[src/rtl/shadd_mult_pkg.sv]
package shadd_mult_pkg;

  // Shift-and-add golden product, used only by the checks.
  function automatic logic [63:0] shadd_ref(input logic [31:0] a,
                                            input logic [31:0] b,
                                            input int          bw);
    logic [63:0] acc;
    acc = '0;
    for (int i = 0; i < bw; i++) begin
      if (b[i]) acc = acc + (64'(a) << i);
    end
    return acc;
  endfunction

endpackage

[src/rtl/shadd_half_add.sv]
module shadd_half_add (
  input  logic a,
  input  logic b,
  output logic s,
  output logic co
);
  assign s  = a ^ b;
  assign co = a & b;
endmodule

[src/rtl/shadd_full_add.sv]
module shadd_full_add (
  input  logic a,
  input  logic b,
  input  logic ci,
  output logic s,
  output logic co
);
  logic p;
  assign p  = a ^ b;
  assign s  = p ^ ci;
  assign co = (a & b) | (p & ci);
endmodule

[src/rtl/shadd_pp_gen.sv]
module shadd_pp_gen #(
  parameter int N = 4,
  parameter int M = 4
) (
  input  logic [N-1:0]        mcand,
  input  logic [M-1:0]        mplier,
  output logic [M-1:0][N-1:0] pp
);
  for (genvar r = 0; r < M; r++) begin : g_row
    for (genvar c = 0; c < N; c++) begin : g_col
      assign pp[r][c] = mcand[c] & mplier[r];
    end
  end
endmodule

[src/rtl/shadd_add_row.sv]
// One adder row: adds a partial-product row to the upper bits of the
// running total. The first row has no carry entering its top position.
module shadd_add_row #(
  parameter int W     = 4,
  parameter bit FIRST = 1'b0,
  localparam int PW   = FIRST ? W - 1 : W,
  localparam int XW   = W + 1
) (
  input  logic [PW-1:0] prev,
  input  logic [W-1:0]  pp,
  output logic [W-1:0]  sum,
  output logic          cout
);
  logic [W-1:0] cy;

  for (genvar k = 0; k < W; k++) begin : g_cell
    if (k == 0) begin : g_lsb
      shadd_half_add u_ha (.a(prev[0]), .b(pp[0]), .s(sum[0]), .co(cy[0]));
    end else if (k == W - 1 && FIRST) begin : g_top_ha
      shadd_half_add u_ha (.a(pp[k]), .b(cy[k-1]), .s(sum[k]), .co(cy[k]));
    end else begin : g_fa
      // The partial-product bit enters on the carry-in pin.
      shadd_full_add u_fa (.a(prev[k]), .b(cy[k-1]), .ci(pp[k]),
                           .s(sum[k]), .co(cy[k]));
    end
  end

  assign cout = cy[W-1];

  // The row's output must equal the arithmetic sum of its two addends.
  always_comb begin
    a_r1_row_sum: assert ({cout, sum} == XW'(prev) + XW'(pp))
      else $error("row sum mismatch");
  end
endmodule

[src/rtl/shadd_array_mult.sv]
module shadd_array_mult #(
  parameter int MCAND_W  = 4,
  parameter int MPLIER_W = 4,
  localparam int P_W     = MCAND_W + MPLIER_W
) (
  input  logic [MCAND_W-1:0]  mcand_i,
  input  logic [MPLIER_W-1:0] mplier_i,
  output logic [P_W-1:0]      prod_o
);
  import shadd_mult_pkg::*;

  localparam logic [63:0] PMAX =
    shadd_ref({32{1'b1}} >> (32 - MCAND_W), {32{1'b1}} >> (32 - MPLIER_W), MPLIER_W);

  logic [MPLIER_W-1:0][MCAND_W-1:0] pp;
  logic [MCAND_W-1:0]               rsum  [1:MPLIER_W-1];
  logic                             rcout [1:MPLIER_W-1];

  shadd_pp_gen #(.N(MCAND_W), .M(MPLIER_W)) u_pp (
    .mcand (mcand_i),
    .mplier(mplier_i),
    .pp    (pp)
  );

  for (genvar r = 1; r < MPLIER_W; r++) begin : g_rows
    if (r == 1) begin : g_first
      shadd_add_row #(.W(MCAND_W), .FIRST(1'b1)) u_row (
        .prev(pp[0][MCAND_W-1:1]),
        .pp  (pp[1]),
        .sum (rsum[1]),
        .cout(rcout[1])
      );
    end else begin : g_next
      shadd_add_row #(.W(MCAND_W), .FIRST(1'b0)) u_row (
        .prev({rcout[r-1], rsum[r-1][MCAND_W-1:1]}),
        .pp  (pp[r]),
        .sum (rsum[r]),
        .cout(rcout[r])
      );
    end
    assign prod_o[r] = rsum[r][0];
  end

  assign prod_o[0]         = pp[0][0];
  assign prod_o[P_W-1:MPLIER_W] = {rcout[MPLIER_W-1], rsum[MPLIER_W-1][MCAND_W-1:1]};

  logic [63:0] ref_full;
  assign ref_full = shadd_ref(32'(mcand_i), 32'(mplier_i), MPLIER_W);

  always_comb begin
    a_r1_product: assert (64'(prod_o) == ref_full)
      else $error("product mismatch");
    if (mcand_i == '0 || mplier_i == '0) begin
      a_r3_zero_operand: assert (prod_o == '0) else $error("zero operand");
    end
    if (mplier_i == MPLIER_W'(1)) begin
      a_r4_identity: assert (prod_o == P_W'(mcand_i)) else $error("identity");
    end
    for (int k = 0; k < MPLIER_W; k++) begin
      if (mplier_i == (MPLIER_W'(1) << k)) begin
        a_r5_pow2_shift: assert (prod_o == (P_W'(mcand_i) << k))
          else $error("power-of-two shift");
      end
    end
    a_r6_bound: assert (64'(prod_o) <= PMAX) else $error("bound exceeded");
  end
endmodule

[config.mk]
export PLATFORM = sky130hd
export DESIGN_NAME = shadd_array_mult
export DESIGN_NICKNAME = d
export VERILOG_FILES = /design/src/rtl/shadd_mult_pkg.sv /design/src/rtl/shadd_half_add.sv /design/src/rtl/shadd_full_add.sv /design/src/rtl/shadd_pp_gen.sv /design/src/rtl/shadd_add_row.sv /design/src/rtl/shadd_array_mult.sv
export SDC_FILE = /design/constraint.sdc
export NUM_CORES = 1
export LEC_CHECK = 0
export ABC_AREA = 1
export ABC_CLOCK_PERIOD_IN_PS = 8700
export BUFFER_PORTS_ARGS = -buffer_cell sky130_fd_sc_hd__buf_2
export CAP_MARGIN = 40
export CORE_AREA = 10 10 47 49
export DETAILED_ROUTE_END_ITERATION = 12
export DIE_AREA = 0 0 57 59
export SLEW_MARGIN = 40
export SYNTH_ARGS = -nofsm -noshare
export SYNTH_HDL_FRONTEND = slang
export SYNTH_SLANG_ARGS = --single-unit
[constraint.sdc]
create_clock -name vclk -period 8.7
set_input_delay 0.435 -clock vclk [all_inputs]
set_output_delay 0.435 -clock vclk [all_outputs]
set_load 0.01 [all_outputs]
Word-level counts from Yosys, hierarchy flattened
Index checks and enable logic that the tools add are counted.

word-level totals
  flip-flop bits (word level) = 0
  memories = 0
  bits in latches = 0
  output and inout bits = 8
  RAM bits = 0
  memory bits (read-only) = 0
  input bits = 8
  word-level logic and storage cells = 64

operators by class
  divide/modulo/power cells = 0
  reductions and logical operators = 0
  mux-type cells = 0
  multipliers = 0
  add/sub/neg operators = 0
  bitwise logic cells = 64
  order comparisons = 0
  shift operators = 0
  equal/unequal tests = 0

operators with widths
  kind               number
  bitwise AND 1 bit  36
  bitwise XOR 1 bit  20
  bitwise OR 1 bit   8

Logic depth before layout (Yosys ltp)
Gate-level depths: netlist of the first run.

  depth after elaboration = 21
  mapped depth = 17
  depth with buffers taken out = 16

Hierarchy
Synthesis of the first run repeated with hierarchy kept, for this count alone.

second synthesis, totals
  cells, all modules = 45
  area total of the unflattened synthesis = 337.8 µm²

by module, submodules not included
  module            sequential area each (µm²)  instances  cells an instance  area each (µm²)
  shadd_full_add    0.0                         8          1                  20.0
  shadd_pp_gen      0.0                         1          32                 120.1
  shadd_half_add    0.0                         4          1                  12.5
  shadd_array_mult  0.0                         1          1                  7.5

Worst setup path before layout of the first run
No wires, ideal clock.

  path kind = input -> output
  start = input mplier_i[0]
  end = output prod_o[6]
  stages = 17
  data required time = 8.265 ns
  arrival = 3.882 ns
  setup slack = 4.383 ns
  buffers on the path = 1
  cell sequence = nand2_1 -> inv_1 -> ha_1 -> inv_1 -> fa_1 -> inv_1 -> fa_1 -> inv_1 -> fa_1 -> inv_1 -> fa_1 -> inv_1 -> fa_1 -> fa_1 -> fa_1 -> inv_1 -> buf_4

between the ends
  longest elaborated chain between the ends = 20
  elaborated cells on any way between the ends = 43

ends and longest elaborated chain
  element                                                 line                                        text
  from (decl)                                             shadd_array_mult.sv:7                       input logic [MPLIER_W-1:0] mplier_i,
  bitwise AND 1 bit                                       shadd_pp_gen.sv:11                          assign pp[r][c] = mcand[c] & mplier[r];
  bitwise AND 1 bit                                       shadd_half_add.sv:8                         assign co = a & b;
  bitwise XOR 1 bit                                       shadd_full_add.sv:9                         assign p = a ^ b;
  bitwise AND 1 bit                                       shadd_full_add.sv:11                        assign co = (a & b) | (p & ci);
  bitwise OR 1 bit                                        shadd_full_add.sv:11
  bitwise XOR 1 bit                                       shadd_full_add.sv:9
  bitwise XOR 1 bit                                       shadd_full_add.sv:10                        assign s = p ^ ci;
  bitwise XOR 1 bit                                       shadd_full_add.sv:9
  [... 4 more ...]                                        n/a
  bitwise OR 1 bit or bitwise XOR 1 bit (tied branches)   shadd_full_add.sv:11, shadd_full_add.sv:9
  bitwise XOR 1 bit or bitwise AND 1 bit (tied branches)  shadd_full_add.sv:9, shadd_full_add.sv:11
  bitwise XOR 1 bit or bitwise OR 1 bit (tied branches)   shadd_full_add.sv:10, shadd_full_add.sv:11
  bitwise XOR 1 bit                                       shadd_full_add.sv:9
  bitwise AND 1 bit                                       shadd_full_add.sv:11
  bitwise OR 1 bit                                        shadd_full_add.sv:11
  bitwise XOR 1 bit *                                     shadd_full_add.sv:9
  bitwise XOR 1 bit *                                     shadd_full_add.sv:10
  to (decl)                                               shadd_array_mult.sv:8                       output logic [P_W-1:0] prod_o

Mark *: on every way between the ends. The rest lies on a longest branch, timed or not.

Worst setup path after layout of the first run
  start = input mcand_i[1]
  end = output prod_o[6]

between the ends
  longest elaborated chain between the ends = 20
  elaborated cells on any way between the ends = 44

ends and longest elaborated chain
  element                                                 line                                        text
  from (decl)                                             shadd_array_mult.sv:6                       input logic [MCAND_W-1:0] mcand_i,
  bitwise AND 1 bit                                       shadd_pp_gen.sv:11
  bitwise AND 1 bit                                       shadd_half_add.sv:8
  bitwise XOR 1 bit                                       shadd_full_add.sv:9
  bitwise AND 1 bit                                       shadd_full_add.sv:11
  bitwise OR 1 bit                                        shadd_full_add.sv:11
  bitwise XOR 1 bit                                       shadd_full_add.sv:9
  bitwise XOR 1 bit                                       shadd_full_add.sv:10
  bitwise XOR 1 bit                                       shadd_full_add.sv:9
  [... 4 more ...]                                        n/a
  bitwise OR 1 bit or bitwise XOR 1 bit (tied branches)   shadd_full_add.sv:11, shadd_full_add.sv:9
  bitwise XOR 1 bit or bitwise AND 1 bit (tied branches)  shadd_full_add.sv:9, shadd_full_add.sv:11
  bitwise XOR 1 bit or bitwise OR 1 bit (tied branches)   shadd_full_add.sv:10, shadd_full_add.sv:11
  bitwise XOR 1 bit                                       shadd_full_add.sv:9
  bitwise AND 1 bit                                       shadd_full_add.sv:11
  bitwise OR 1 bit                                        shadd_full_add.sv:11
  bitwise XOR 1 bit *                                     shadd_full_add.sv:9
  bitwise XOR 1 bit *                                     shadd_full_add.sv:10

Marked as above.

==> metrics.txt, run 1 <==
cell family with most CP delay adder cells; critical path's slowest cell fa_1; layout cells sized above 1 23.5%; hold path endpoint prod_o[0]; max-slew violation count 0; vias in the first global route 356; FF+latch area 0 µm²; Critical Path, Cell by Cell buf_2 -> nand2_1 -> inv_1 -> ha_1 -> inv_1 -> fa_1 -> inv_1 -> fa_1 -> inv_1 -> fa_1 -> inv_1 -> fa_1 -> inv_1 -> fa_1 -> fa_1 -> fa_1 -> inv_1 -> buf_2; CP Data Arrival Time 4110 ps; drt wl/cell 8.81 µm; core region area 0.00140 mm²; Tot Pwr 0.0319 mW; drt via density 3.98; Seq Cell Count 0; maxcap violations 0; cell with the most instances after synthesis inv_1; Final Hold Fails 0; final period utilization 52.3%; # diodes 0; HPWL Detailed 739 µm; register area share after synthesis 0%; minimum clock period 4550 ps; hold depth 4; Yosys cell types 5; Max IR drop VDD 17.8 µV; gpl congestion 0.716; multiplexer area fraction after synthesis 0%; Ports 16; dpl cells 84; GRT Overall Usage 4.77%; Synth Area per Inst 7.00 µm²; pin count of the biggest net entering global routing 5; status finished clean; Initial Util 29.5%; largest family of logic cells by synthesized area adder cells; top cell type's share of synthesized area 38.8%; CTS hold repair buffers 0; Synth Area in Compound Gates 0%; Layout clock buffers 0; Crit Path Max Fanout 4; DR iter-0 viols 0; Port Buffer Count 16; FILL cells 174; adder-cell share of the synthesized area 50.9%; DRT antenna net count 0; Min-Delay Path Class in2out; Synth warnings 0; maximum clock rate 220 MHz; XOR/XNOR share of the synthesized area 0%; P per Cell Area 69.3 mW/mm²; Worst Path Buf+Inv 9; critical path capture point type output pin; peak per-stage delay on the critical path 510 ps; Post-synth top cells inv_1, nand2_1, fa_1; leakage 0.329 nW; DR vias 334; Die Wd 57 µm; Mapped Cells 59; # setup viols final 0; total grt overflow 0; nets 90; Die Height 59 µm; leading area contributor after synthesis fa_1; syn_nets 79; num rows 14; TNS Setup 0 ps; first-pass GRT wire length 1440 µm; Worst Tran Pin Value 106 ps; Worst setup SP type primary input; DRC Markers 0; Die Footprint 0.00336 mm²; Final Routed Wirelength 740 µm; area growth from synthesis to layout 11.5%; kind of critical path in2out; Post-Layout Cell Count 84; drt pass-1 iters 1; Relative slew margins 93.0%; Min-Delay Startpoint mplier_i[0]; antenna violations before repair 0; WP data required 8270 ps; Post-Synth Simple-Gate Area 14.5%; largest cells by area after synthesis fa_1, inv_1, nand2_1; post_cts resized 0; cell area after synthesis 413 µm²; RSZ-0062 raised after global routing no; Setup Buffers After CTS 0
[report_power, final]
group / switching, mW / internal [mW] / total [mW]
Sequential: 0 / 0 / 0
Clock: 0 / 0 / 0
Combinational: 0.0184 / 0.0135 / 0.0319
Total: 0.0184 / 0.0135 / 0.0319
[metal layers]
metal / share of wire (%) / routed length [µm] / up-vias / GRT usage (%)
met4: 0 / 0 / 0 / 0
met2: 49 / 362 / 11 / 8.84
li1: - / - / 168 / -
met3: 1.1 / 8 / 0 / 0
met5: 0 / 0 / - / 0
met1: 50 / 369 / 155 / 6.37
[placed cells by master (no fill, tap or decap)]
cell / synthesis / final
buf_2: 0 / 16
fa_1: 8 / 8
ha_1: 4 / 4
inv_1: 24 / 24
nand2_1: 16 / 16
[tightest hold or removal path: cells and delay by family]
kind                   cells  cell delay, ps
and+or+nand+nor            1              50
buffers and inverters      3             260
[cell type report]
cell class	count	area (µm²)	area share, %
multi-input cells	28	270	58.7
inverters	24	90.1	19.6
repair buffers	16	80.1	17.4
well taps	16	20.0	4.35
[through the flow]
| step | hold WS (ps) | setup slack, ps | cell area, µm² | utilization (%) |
|---|---|---|---|---|
| finish | 1180 | 4150 | 460 | 32.9 |
| global route | 1220 | 3900 | 460 | 32.9 |
| CTS | 1190 | 4100 | 460 | 32.9 |
| detailed placement | 1180 | 4100 | 460 | 32.9 |
| global placement | 1190 | 4150 | 460 | 32.9 |
| floorplan | 959 | 4380 | 413 | - |
[worst max path at each step]
stage	endpoint	cells after the start	from	slack, ps
5_1_grt	prod_o[6]	18	mcand_i[1]	3900
2_1_floorplan	prod_o[6]	17	mplier_i[0]	4380
3_3_place_gp	prod_o[6]	18	mplier_i[0]	4150
3_5_place_dp	prod_o[6]	18	mcand_i[1]	4100
4_1_cts	prod_o[6]	18	mcand_i[1]	4100
6_report	prod_o[6]	18	mcand_i[1]	4150
[logic make-up after synthesis]
kind of cell | after synthesis
buffers and inverters | 31
adder cells (fa/ha/maj) | 12
AND/OR/NAND/NOR | 16
Power figures use the tool's default switching activity.
==> run 2, diff against run 1 <==
- ABC_AREA: 1 -> 0
- ABC_CLOCK_PERIOD_IN_PS: 8700 -> 4200
- clock period: 8.7 -> 4.2 ns (I/O delays scaled with it)
==> run 2 against run 1 <==
Net effect:
- flip-flop and latch count stayed put
- setup slack worse by 3900 ps
- area after synthesis is 2.7% lower
- critical path depth is 1 lower
- largest cell class unchanged
- via count is 14% lower
- first-iteration DRC count stayed put
- routed wire length is 13% lower
- largest power group unchanged
==> metrics.txt, run 2 <==
nets 81 (-10%); first-pass GRT wire length 1250 µm (-13%); most common cell after layout, fill and taps aside buf_2; HPWL Detailed 647 µm (-12%); Relative slew margins 93.2% (+0.25 points); pin count of the biggest net entering global routing 5 (unchanged); PnR worst setup slack 236 ps (-3920 ps); GR Util met1 4.99% (-1.4 points); Synth Area per Inst 8.03 µm² (+15%); FILL cells 168 (-3.4%); Worst Tran Pin Value 102 ps (-3.91 ps); Most Crowded Layer GR met2; core region area 0.00140 mm² (unchanged); maximum clock rate 252 MHz; sw frac 55.8% (-1.9 points); num rows 14 (unchanged); DRC Markers 0 (unchanged); maxcap violations 0 (unchanged); Mapped Cells 50 (-15%); met3 Usage GRT 0.644% (+0.64 points); Final Hold Fails 0 (unchanged); critical path capture point type output pin; Final Routed Wirelength 645 µm (-13%); Port Buffer Count 16 (unchanged); Yosys cell types 6 (+1); Ports 16 (unchanged); Die Footprint 0.00336 mm² (unchanged); # setup viols final 0 (unchanged); DR vias 288 (-14%); total grt overflow 0 (unchanged); Setup Buffers After CTS 0 (unchanged); layout cells sized above 1 30.5% (+7.0 points); minimum clock period 3960 ps; register area share after synthesis 0% (unchanged); cell area after synthesis 402 µm² (-2.7%); Switching Power 0.0363 mW (+97%); Layout clock buffers 0 (unchanged); FF+latch area 0 µm² (unchanged); cell with the most instances after synthesis inv_1; met2 usage 7.75% (-1.1 points); leakage 0.263 nW (-20%); area growth from synthesis to layout 13.1%; final period utilization 94.4%; Seq Cell Count 0 (unchanged); Layout Utilization 32.4% (-0.45 points); Comb pwr share 100.0% (about the same); kind of critical path in2out; Post-synth top cells inv_1, and2_1, fa_1; antenna violations before repair 0 (unchanged); max-slew violation count 0 (unchanged); vias in the first global route 307 (-14%); DRT antenna net count 0 (unchanged); top cell type's share of synthesized area 39.9% (+1.1 points); DP Worst Slack 91.9 ps (-4010 ps); Worst setup SP type primary input; CP Data Arrival Time 3750 ps (-360 ps); status finished clean; gpl congestion 0.686 (-4.1%); RSZ-0062 raised after global routing no; Max IR drop VDD 39.7 µV (+120%); Seq pwr share 0% (unchanged); drt wl/cell 8.60 µm (-2.4%); largest cells by area after synthesis fa_1, and2_1, inv_1; # diodes 0 (unchanged); Int Power 0.0288 mW (+110%); leading area contributor after synthesis fa_1; Synth warnings 0 (unchanged); WP data required 3990 ps (-4280 ps); Crit Path Max Fanout 4 (unchanged); Die Height 59 µm (unchanged); DR iter-0 viols 0 (unchanged); Die Wd 57 µm (unchanged); drt pass-1 iters 1 (unchanged); Clock power frac 0% (unchanged); drt via density 3.84 (-3.4%); Min-Delay Path Class in2out; GRT Overall Usage 4.11% (-0.67 points); most frequent cells in the layout buf_2, inv_1, and2_1, nand2_1, fa_1; Initial Util 28.7% (-0.80 points); TNS Setup 0 ps (unchanged); P per Cell Area 143 mW/mm² (+110%); syn_nets 70 (-11%)
-- run 2: cells by family after synthesis --
kind of cell             count (synthesis)  share of synthesized area, %
buffers and inverters                   22                          27.1
AND/OR/NAND/NOR                         16                          20.6
adder cells (fa/ha/maj)                 12                          52.3
-- run 2: repair_timing --
action / 4_1_cts / 5_1_grt
hold buffers: 0 / 0
gates resized for setup: 0 / 2
setup endpoints to repair: 0 / 1
hold endpoints to repair: 0 / 0
-- run 2: critical path, stage by stage --
cell,delay [ps]
buf_2,100
and2_1,130
ha_1,130
inv_1,50
fa_1,380
inv_1,80
fa_1,400
inv_1,90
fa_1,170
inv_1,50
fa_1,490
inv_1,60
fa_2,390
fa_2,370
fa_1,500
inv_1,30
buf_2,130
-- run 2: cell type report --
cell class                 instances  area [µm²]  area share (%)
multi-input combinational         28         298            65.6
timing repair buffer              16        80.1            17.6
inverter                          15        56.3            12.4
tap                               16        20.0            4.41
-- run 2: power by group through the flow --
stage	logic (mW)	clock network [mW]	registers, mW
floorplan	0.0607	0	0
global placement	0.0672	0	0
detailed placement	0.0670	0	0
CTS	0.0673	0	0
global route	0.0783	0	0
finish	0.0650	0	0
-- run 2: routing by layer --
metal  wire (µm)  vias up
met1         281      131
li1            -      150
met2         336        7
met5           0        -
met4           0        0
met3          26        0
-- run 2: path summary, 6_finish.rpt --
path | startpoint | endpoint | slack (ps) | cells past startpoint
setup / recovery | mplier_i[0] | prod_o[6] | 240 | 17
hold / removal | mcand_i[0] | prod_o[0] | 750 | 3
-- run 2: per-stage QoR --
stage / area (µm²) / cells / hold WS [ps] / power, mW
after global routing: 454 / 75 / 783 / 0.0783
after floorplan: 402 / 50 / 564 / 0.0607
final: 454 / 75 / 749 / 0.0650
after CTS: 449 / 75 / 761 / 0.0673
after detailed placement: 449 / 75 / 760 / 0.0670
after global placement: 449 / 75 / 754 / 0.0672
